$ cat src/rtl/cf_pkg.sv
package cf_pkg;

  localparam int WordW   = 16;
  localparam int HdrMax  = 4;                 // header words in 8-bit mode
  localparam int IdxW    = $clog2(HdrMax);    // index into tag or header words
  localparam logic [7:0] HecCoset = 8'h55;

  typedef enum logic [1:0] {
    RG_TAG = 2'd0,
    RG_HDR = 2'd1,
    RG_HEC = 2'd2,
    RG_PAY = 2'd3
  } region_e;

  // control to datapath, transmit side
  typedef struct packed {
    region_e         region;
    logic [IdxW-1:0] idx;     // word index inside the tag or header region
    logic            fire;    // output word moves this cycle
  } txStrobe_t;

  // control to datapath, receive side
  typedef struct packed {
    logic            hdrWr;   // store a header word and fold it into the CRC
    logic [IdxW-1:0] idx;
    logic            replay;  // output is driven from the header store
    logic [IdxW-1:0] rdIdx;
    logic            errInc;  // count one discarded cell
  } rxStrobe_t;

  function automatic logic [7:0] crc8Byte(input logic [7:0] c, input logic [7:0] b);
    logic [7:0] r;
    r = c ^ b;
    for (int i = 0; i < 8; i++) begin
      r = r[7] ? ({r[6:0], 1'b0} ^ 8'h07) : {r[6:0], 1'b0};
    end
    return r;
  endfunction

  function automatic logic [7:0] crcWord(input logic [7:0] c, input logic [WordW-1:0] d,
                                         input logic wide);
    return wide ? crc8Byte(crc8Byte(c, d[15:8]), d[7:0]) : crc8Byte(c, d[7:0]);
  endfunction

endpackage

$ cat src/rtl/cf_ctrl.sv
module cf_ctrl
  import cf_pkg::*;
#(
  parameter int TAG_MAX = 4,
  parameter int TW      = 3
) (
  input  logic          clk,
  input  logic          rstN,
  input  logic          cfgWide,
  input  logic          cfgNoHec,
  input  logic          cfgHecCheck,
  input  logic [TW-1:0] cfgTagWords,
  input  logic          txInValid,
  output logic          txInReady,
  output logic          txOutValid,
  input  logic          txOutReady,
  output logic          txOutSoc,
  input  logic          rxInValid,
  input  logic          rxInSoc,
  output logic          rxInReady,
  output logic          rxOutValid,
  input  logic          rxOutReady,
  output logic          rxOutSoc,
  input  logic          hecBad,
  output txStrobe_t     txStb,
  output rxStrobe_t     rxStb
);

  localparam int MaxCell = TAG_MAX + HdrMax + 1 + 48;
  localparam int PosW    = $clog2(MaxCell + 1);
  typedef logic [PosW-1:0] pos_t;

  pos_t tagN, hdrN, payN, hdrBase, hecBase, payBase, lastPos;

  always_comb begin
    tagN    = (int'(cfgTagWords) > TAG_MAX) ? pos_t'(TAG_MAX) : pos_t'(cfgTagWords);
    hdrN    = cfgWide ? pos_t'(2) : pos_t'(4);
    payN    = cfgWide ? pos_t'(24) : pos_t'(48);
    hdrBase = tagN;
    hecBase = hdrBase + hdrN;
    payBase = cfgNoHec ? hecBase : hecBase + pos_t'(1);
    lastPos = payBase + payN - pos_t'(1);
  end

  function automatic region_e regionOf(input pos_t p, input pos_t hb, input pos_t cb,
                                       input pos_t pb);
    if (p < hb) return RG_TAG;
    if (p < cb) return RG_HDR;
    if (p < pb) return RG_HEC;
    return RG_PAY;
  endfunction

  // ---------------- transmit ----------------
  pos_t    txPos;
  region_e txReg;
  logic    txFire;

  assign txReg = regionOf(txPos, hdrBase, hecBase, payBase);

  always_comb begin
    unique case (txReg)
      RG_TAG:  begin txOutValid = txInValid; txInReady = 1'b0;       end
      RG_HEC:  begin txOutValid = 1'b1;      txInReady = 1'b0;       end
      default: begin txOutValid = txInValid; txInReady = txOutReady; end
    endcase
  end

  assign txFire   = txOutValid && txOutReady;
  assign txOutSoc = (txPos == '0);

  always_ff @(posedge clk) begin
    if (!rstN)       txPos <= '0;
    else if (txFire) txPos <= (txPos == lastPos) ? '0 : txPos + pos_t'(1);
  end

  assign txStb.region = txReg;
  assign txStb.idx    = (txReg == RG_TAG) ? IdxW'(txPos) : IdxW'(txPos - hdrBase);
  assign txStb.fire   = txFire;

  // ---------------- receive ----------------
  pos_t            rxPos;
  region_e         rxReg;
  logic [IdxW-1:0] rxIdx, rpIdx;
  logic            replaying, dropping;
  logic            rxAdvance, hdrDone, cellBad;

  assign rxReg = regionOf(rxPos, hdrBase, hecBase, payBase);
  assign rxIdx = IdxW'(rxPos - hdrBase);

  always_comb begin
    rxInReady  = 1'b0;
    rxOutValid = 1'b0;
    rxOutSoc   = 1'b0;
    if (replaying) begin
      rxOutValid = 1'b1;
      rxOutSoc   = (rpIdx == '0);
    end else if (rxReg == RG_PAY) begin
      rxInReady  = dropping ? 1'b1 : rxOutReady;
      rxOutValid = dropping ? 1'b0 : rxInValid;
    end else begin
      rxInReady  = 1'b1;
    end
  end

  // a word at position zero only counts when it carries the start strobe
  assign rxAdvance = rxInValid && rxInReady && (rxPos != '0 || rxInSoc);
  assign hdrDone   = rxAdvance && ((rxReg == RG_HEC) ||
                     (rxReg == RG_HDR && cfgNoHec && rxIdx == IdxW'(hdrN - pos_t'(1))));
  assign cellBad   = rxAdvance && rxReg == RG_HEC && cfgHecCheck && hecBad;

  always_ff @(posedge clk) begin
    if (!rstN) begin
      rxPos     <= '0;
      replaying <= 1'b0;
      rpIdx     <= '0;
      dropping  <= 1'b0;
    end else begin
      if (rxAdvance) rxPos <= (rxPos == lastPos) ? '0 : rxPos + pos_t'(1);
      if (rxAdvance && rxPos == lastPos) dropping <= 1'b0;
      else if (cellBad)                  dropping <= 1'b1;
      if (hdrDone && !cellBad) begin
        replaying <= 1'b1;
        rpIdx     <= '0;
      end else if (replaying && rxOutReady) begin
        if (rpIdx == IdxW'(hdrN - pos_t'(1))) replaying <= 1'b0;
        else                                  rpIdx     <= rpIdx + IdxW'(1);
      end
    end
  end

  assign rxStb.hdrWr  = rxAdvance && rxReg == RG_HDR;
  assign rxStb.idx    = rxIdx;
  assign rxStb.replay = replaying;
  assign rxStb.rdIdx  = rpIdx;
  assign rxStb.errInc = cellBad;

  // ---------------- assertions ----------------
  assert_soc_single_R5: assert property (@(posedge clk) disable iff (!rstN)
    (txFire && txOutSoc) |=> !txOutSoc);

  assert_pay_after_hec_R1: assert property (@(posedge clk) disable iff (!rstN)
    (txFire && txReg == RG_HEC) |=> (txReg == RG_PAY));

  assert_replay_starts_soc_R7: assert property (@(posedge clk) disable iff (!rstN)
    $rose(replaying) |-> (rxOutValid && rxOutSoc));

  assert_bad_cell_dropped_R8: assert property (@(posedge clk) disable iff (!rstN)
    rxStb.errInc |=> (dropping && !rxOutValid));

endmodule

$ cat src/rtl/cf_dpath.sv
module cf_dpath
  import cf_pkg::*;
#(
  parameter int TAG_MAX = 4,
  parameter int ERR_W   = 8
) (
  input  logic                     clk,
  input  logic                     rstN,
  input  logic                     cfgWide,
  input  txStrobe_t                txStb,
  input  rxStrobe_t                rxStb,
  input  logic [WordW-1:0]         txInData,
  input  logic [TAG_MAX*WordW-1:0] txTag,
  output logic [WordW-1:0]         txOutData,
  input  logic [WordW-1:0]         rxInData,
  output logic [WordW-1:0]         rxOutData,
  output logic                     hecBad,
  output logic [ERR_W-1:0]         rxErrCount
);

  localparam logic [ERR_W-1:0] ErrTop = {ERR_W{1'b1}};

  // ---------------- transmit ----------------
  logic [WordW-1:0] tagWord [TAG_MAX];
  for (genvar g = 0; g < TAG_MAX; g++) begin : g_tag
    assign tagWord[g] = txTag[g*WordW +: WordW];
  end

  logic [7:0]       txCrc, txHec;
  logic [WordW-1:0] txWord;

  always_ff @(posedge clk) begin
    if (!rstN) txCrc <= '0;
    else if (txStb.fire && txStb.region == RG_HDR)
      txCrc <= crcWord((txStb.idx == '0) ? 8'h00 : txCrc, txInData, cfgWide);
  end

  assign txHec = txCrc ^ HecCoset;

  always_comb begin
    unique case (txStb.region)
      RG_TAG:  txWord = tagWord[txStb.idx];
      RG_HEC:  txWord = cfgWide ? {txHec, 8'h00} : {8'h00, txHec};
      default: txWord = txInData;
    endcase
    txOutData = cfgWide ? txWord : {8'h00, txWord[7:0]};
  end

  // ---------------- receive ----------------
  logic [7:0]       rxCrc, rxHecIn;
  logic [WordW-1:0] hdrBuf [HdrMax];
  logic [WordW-1:0] rxLane;
  logic [ERR_W-1:0] errCnt;

  assign rxLane = cfgWide ? rxInData : {8'h00, rxInData[7:0]};

  always_ff @(posedge clk) begin
    if (!rstN) rxCrc <= '0;
    else if (rxStb.hdrWr)
      rxCrc <= crcWord((rxStb.idx == '0) ? 8'h00 : rxCrc, rxInData, cfgWide);
  end

  always_ff @(posedge clk) begin
    if (rxStb.hdrWr) hdrBuf[rxStb.idx] <= rxLane;
  end

  assign rxHecIn   = cfgWide ? rxInData[15:8] : rxInData[7:0];
  assign hecBad    = (rxHecIn != (rxCrc ^ HecCoset));
  assign rxOutData = rxStb.replay ? hdrBuf[rxStb.rdIdx] : rxLane;

  always_ff @(posedge clk) begin
    if (!rstN)                           errCnt <= '0;
    else if (rxStb.errInc && errCnt != ErrTop) errCnt <= errCnt + ERR_W'(1);
  end

  assign rxErrCount = errCnt;

  // ---------------- assertions ----------------
  assert_err_saturates_R8: assert property (@(posedge clk) disable iff (!rstN)
    (errCnt == ErrTop) |=> (errCnt == ErrTop));

  assert_err_only_on_drop_R9: assert property (@(posedge clk) disable iff (!rstN)
    !rxStb.errInc |=> $stable(errCnt));

  assert_hec_pad_zero_R2: assert property (@(posedge clk) disable iff (!rstN)
    (cfgWide && txStb.region == RG_HEC) |-> (txOutData[7:0] == 8'h00));

  assert_narrow_upper_zero_R2: assert property (@(posedge clk) disable iff (!rstN)
    !cfgWide |-> (txOutData[15:8] == 8'h00 && rxOutData[15:8] == 8'h00));

endmodule

$ cat src/rtl/atm_cell_framer.sv
module atm_cell_framer
  import cf_pkg::*;
#(
  parameter int TAG_MAX = 4,     // 2..4 tag words
  parameter int ERR_W   = 8,
  localparam int TW     = $clog2(TAG_MAX + 1)
) (
  input  logic                     clk,
  input  logic                     rstN,
  input  logic                     cfgWide,
  input  logic                     cfgNoHec,
  input  logic                     cfgHecCheck,
  input  logic [TW-1:0]            cfgTagWords,
  input  logic [15:0]              txInData,
  input  logic                     txInValid,
  output logic                     txInReady,
  input  logic [TAG_MAX*16-1:0]    txTag,
  output logic [15:0]              txOutData,
  output logic                     txOutValid,
  input  logic                     txOutReady,
  output logic                     txOutSoc,
  input  logic [15:0]              rxInData,
  input  logic                     rxInValid,
  output logic                     rxInReady,
  input  logic                     rxInSoc,
  output logic [15:0]              rxOutData,
  output logic                     rxOutValid,
  input  logic                     rxOutReady,
  output logic                     rxOutSoc,
  output logic [ERR_W-1:0]         rxErrCount
);

  txStrobe_t txStb;
  rxStrobe_t rxStb;
  logic      hecBad;

  cf_ctrl #(.TAG_MAX(TAG_MAX), .TW(TW)) u_ctrl (
    .clk(clk), .rstN(rstN),
    .cfgWide(cfgWide), .cfgNoHec(cfgNoHec), .cfgHecCheck(cfgHecCheck),
    .cfgTagWords(cfgTagWords),
    .txInValid(txInValid), .txInReady(txInReady),
    .txOutValid(txOutValid), .txOutReady(txOutReady), .txOutSoc(txOutSoc),
    .rxInValid(rxInValid), .rxInSoc(rxInSoc), .rxInReady(rxInReady),
    .rxOutValid(rxOutValid), .rxOutReady(rxOutReady), .rxOutSoc(rxOutSoc),
    .hecBad(hecBad), .txStb(txStb), .rxStb(rxStb)
  );

  cf_dpath #(.TAG_MAX(TAG_MAX), .ERR_W(ERR_W)) u_dpath (
    .clk(clk), .rstN(rstN), .cfgWide(cfgWide),
    .txStb(txStb), .rxStb(rxStb),
    .txInData(txInData), .txTag(txTag), .txOutData(txOutData),
    .rxInData(rxInData), .rxOutData(rxOutData),
    .hecBad(hecBad), .rxErrCount(rxErrCount)
  );

endmodule

$ cat config.mk
export PLATFORM = sky130hd
export DESIGN_NAME = atm_cell_framer
export DESIGN_NICKNAME = d
export VERILOG_FILES = /design/src/rtl/cf_pkg.sv /design/src/rtl/cf_ctrl.sv /design/src/rtl/cf_dpath.sv /design/src/rtl/atm_cell_framer.sv
export SDC_FILE = /design/constraint.sdc
export NUM_CORES = 1
export LEC_CHECK = 0
export CAP_MARGIN = 20
export CORE_MARGIN = 5
export CORE_UTILIZATION = 54
export DETAILED_ROUTE_END_ITERATION = 12
export PLACE_DENSITY = 0.82
export SLEW_MARGIN = 40
export SYNTH_ARGS = -nofsm -noshare
export SYNTH_HDL_FRONTEND = slang
export SYNTH_HIERARCHICAL = 1
export SYNTH_SLANG_ARGS = --single-unit
$ cat constraint.sdc
create_clock -name clk -period 4.9 [get_ports clk]
set_input_delay 0.735 -clock clk [delete_from_list [all_inputs] [get_ports clk]]
set_output_delay 0.735 -clock clk [all_outputs]
set_load 0.01 [all_outputs]
==> results_dict.tcl <==
set metrics [dict create \
    syn_avg_cell_area_um2 10.45 \
    synth-edff-count 64 \
    syn_nets 925 \
    seq_area_frac_synth 0.3319 \
    hold_viol 0 \
    total_leakage_power_nw 3.865 \
    clockRootBuffer "clkbuf_16" \
    final.fill_count 1114 \
    dieArea_mm2 0.01776 \
    antenna_cells 0 \
    drt_wl_total_mm 21.32 \
    pin_count 155 \
    cts_tree "built" \
    drive_above_1_share 0.1788 \
    area_growth_pct 28.40 \
    ant_nets 0 \
    fin_nets 1097 \
    worstPathArrival_ns 4.01 \
    die_w_um 133.3 \
    wl_per_cell_um 18.54 \
    layout_common_cells "134 x clkdlybuf4s50_1, 111 x xnor2_1, 64 x edfxtp_1" \
    final_common_cell "clkdlybuf4s50_1" \
    ys_ff_latch 104 \
    drv_cap 0 \
    cts_buffer_depth 2 \
    cts.reportedPaths.clkPinSlew_ns 0.07 \
    slew_headroom 0.5940 \
    ir_worst_vdd_mv 0.2077 \
    slew_violations 0 \
    cts-htree-levels 3 \
    async_flop_share 0 \
    period_minus_slack_ns 4.745 \
    syn_area_mm2 0.008204 \
    place_congestion 0.9059 \
    drt_iter0_drc 406 \
    start_util 0.5457 \
    worstHoldPathType "register to register" \
    timing.final.crit_share 0.9683 \
    synthTopCellsByArea "edfxtp_1 23%, xnor2_1 12%, dfxtp_1 9.8%" \
    numCtsBuffers 9 \
    fp-row-count 45 \
    hold_buffers 0 \
    fmax_mhz 210.8 \
    synth.distinct_cells 76 \
    crit_fanout 3 \
    critPathRequiredTime_ns 4.16 \
    portBuffers 154 \
    vias_per_cell 5.692 \
    num_vias 6546 \
    synth_top_area_frac 0.2343 \
    fin_ws_ns 0.1552 \
    grt_max_degree 34 \
    antenna_found_initial 0 \
    core_mm2 0.01503 \
    yosysWarnings 6 \
    grt_pass1_wl_mm 34.47 \
    grt_pass1_vias 6928 \
    rsz0062_at_grt "false" \
    finalHoldWorstSlack_ns 0.5110 \
    synth_flop_cell "edfxtp_1" \
    fin_cells 1150 \
    end_kind "primary output" \
    cts.sinks 104 \
    setup_violations 0 \
    synthCells 785 \
    setup_tns_ns 0 \
    track_usage 0.2400 \
    crit_type "input port to primary output" \
    synth_area_leader_cell "edfxtp_1" \
    skew_ns 0.008133 \
    dp_slack_ns -0.2691 \
    drc_errors 0 \
    seqCellArea_mm2 0.002726 \
    power.density_mw_per_mm2 271.6 \
    status "complete, no violations" \
    place_inst 1134 \
    clkLatencyLatePin_ns 0.35 \
    floorplan.die.height_um 133.3 \
    hpwlAfterDp_mm 16.47 \
    start_kind "input port" \
    post-cts-setup-buffers 0 \
    globalRouteOverflowTotal 0 \
    worst_pin_slew_ns 0.6090 \
    multiInputGateArea_mm2 0.005206 \
    first_pass_iters 5 \
]
## metal layers
layer,vias to the layer above,part of all wire,GRT usage
li1,3125,-,-
met4,0,0.029,0.07943
met2,266,0.51,0.4379
met3,43,0.071,0.05060
met5,-,0,0
met1,3112,0.39,0.2809
## what timing repair did
action                                 4_1_cts  5_1_grt
resized for setup                           22       24
setup endpoints to repair                   19       24
pin swaps                                    0        2
endpoints found under the hold margin        0        0
## registers in the layout (all words and copies together) (netlist names), 2 cells and up
name	cells
u_ctrl/rpIdx	2
u_dpath/hdrBuf	64
u_dpath/txCrc	8
u_ctrl/txPos	6
u_dpath/rxErrCount	8
u_ctrl/rxPos	6
u_dpath/rxCrc	8
## cells in the mapped netlist (6+ instances only)
library cell / n
nor2_1: 62
buf_2: 8
nand2_1: 53
a211oi_1: 6
a21oi_1: 41
a31oi_1: 10
mux2i_1: 14
mux2_2: 16
edfxtp_1: 64
o21ai_1: 8
nor3_1: 7
and2_1: 15
xnor2_2: 7
nand3_1: 13
xor2_1: 45
o21ai_0: 25
clkbuf_1: 24
xnor3_1: 7
nor2b_1: 13
xnor2_1: 113
mux4_2: 32
inv_1: 28
dfxtp_1: 40
ha_1: 28
## worst max-delay path, cell delays in order
cell and delay, ns:
clkdlybuf4s50_1 0.48, inv_1 0.06, nand2_1 0.08, inv_1 0.08
ha_4 0.28, and4bb_4 0.23, nor2_1 0.04, or2_2 0.28
buf_4 0.14, ha_1 0.28, nand2_1 0.05, o21a_1 0.19
or4b_4 0.50, o311ai_4 0.09, a41o_2 0.23, dlygate4sd2_1 0.26
## path summary, 6_finish.rpt
kind,slack [ns],start,to,cells past startpoint
worst max-delay path,0.16,cfgTagWords[2],rxOutValid,16
worst min-delay path,0.51,u_dpath/rxErrCount[5]$_SDFFE_PN0P_,u_dpath/rxErrCount[5]$_SDFFE_PN0P_,2
worst max register to register,1.12,u_ctrl/txPos[0]$_SDFFE_PN0P_,u_dpath/txCrc[2]$_SDFFE_PN0P_,16
worst min register to register,0.51,u_dpath/rxErrCount[5]$_SDFFE_PN0P_,u_dpath/rxErrCount[5]$_SDFFE_PN0P_,2
## report_power, final
| group | internal, mW | switching, mW | leakage [nW] | total [mW] |
|---|---|---|---|---|
| Combinational | 0.598 | 0.541 | 2.80 | 1.14 |
| Clock | 0.387 | 0.340 | 0.153 | 0.728 |
| Sequential | 0.955 | 0.0386 | 0.907 | 0.993 |
## area by class of cell
| cell class | instances | share of cell area |
|---|---|---|
| multi-input combinational | 606 | 0.4942 |
| sequential | 104 | 0.2588 |
| timing repair buffer | 207 | 0.1849 |
| clock buffer | 10 | 0.02376 |
| tap | 188 | 0.02233 |
| inverter | 29 | 0.01033 |
| clock inverter | 6 | 0.005583 |
## through the flow
| step | util | instance area (um2) | total power [mW] |
|---|---|---|---|
| after CTS | 0.6992 | 10510 | 2.867 |
| final | 0.7007 | 10530 | 2.861 |
| after global routing | 0.7007 | 10530 | 3.004 |
| after floorplan | - | 8204 | 1.778 |
| after detailed placement | 0.6792 | 10210 | 2.154 |
| after global placement | 0.6790 | 10210 | 2.133 |
## kinds of logic after synthesis
group	Yosys count	share of synthesized area
flip-flops	104	0.3319
XOR/XNOR	180	0.2227
buffers and inverters	75	0.04209
adder cells (fa/ha/maj)	31	0.05002
multiplexers	62	0.1269
AND/OR/NAND/NOR	209	0.1290
AO/OA/AOI/OAI	124	0.09746
Power figures use the tool's default switching activity.
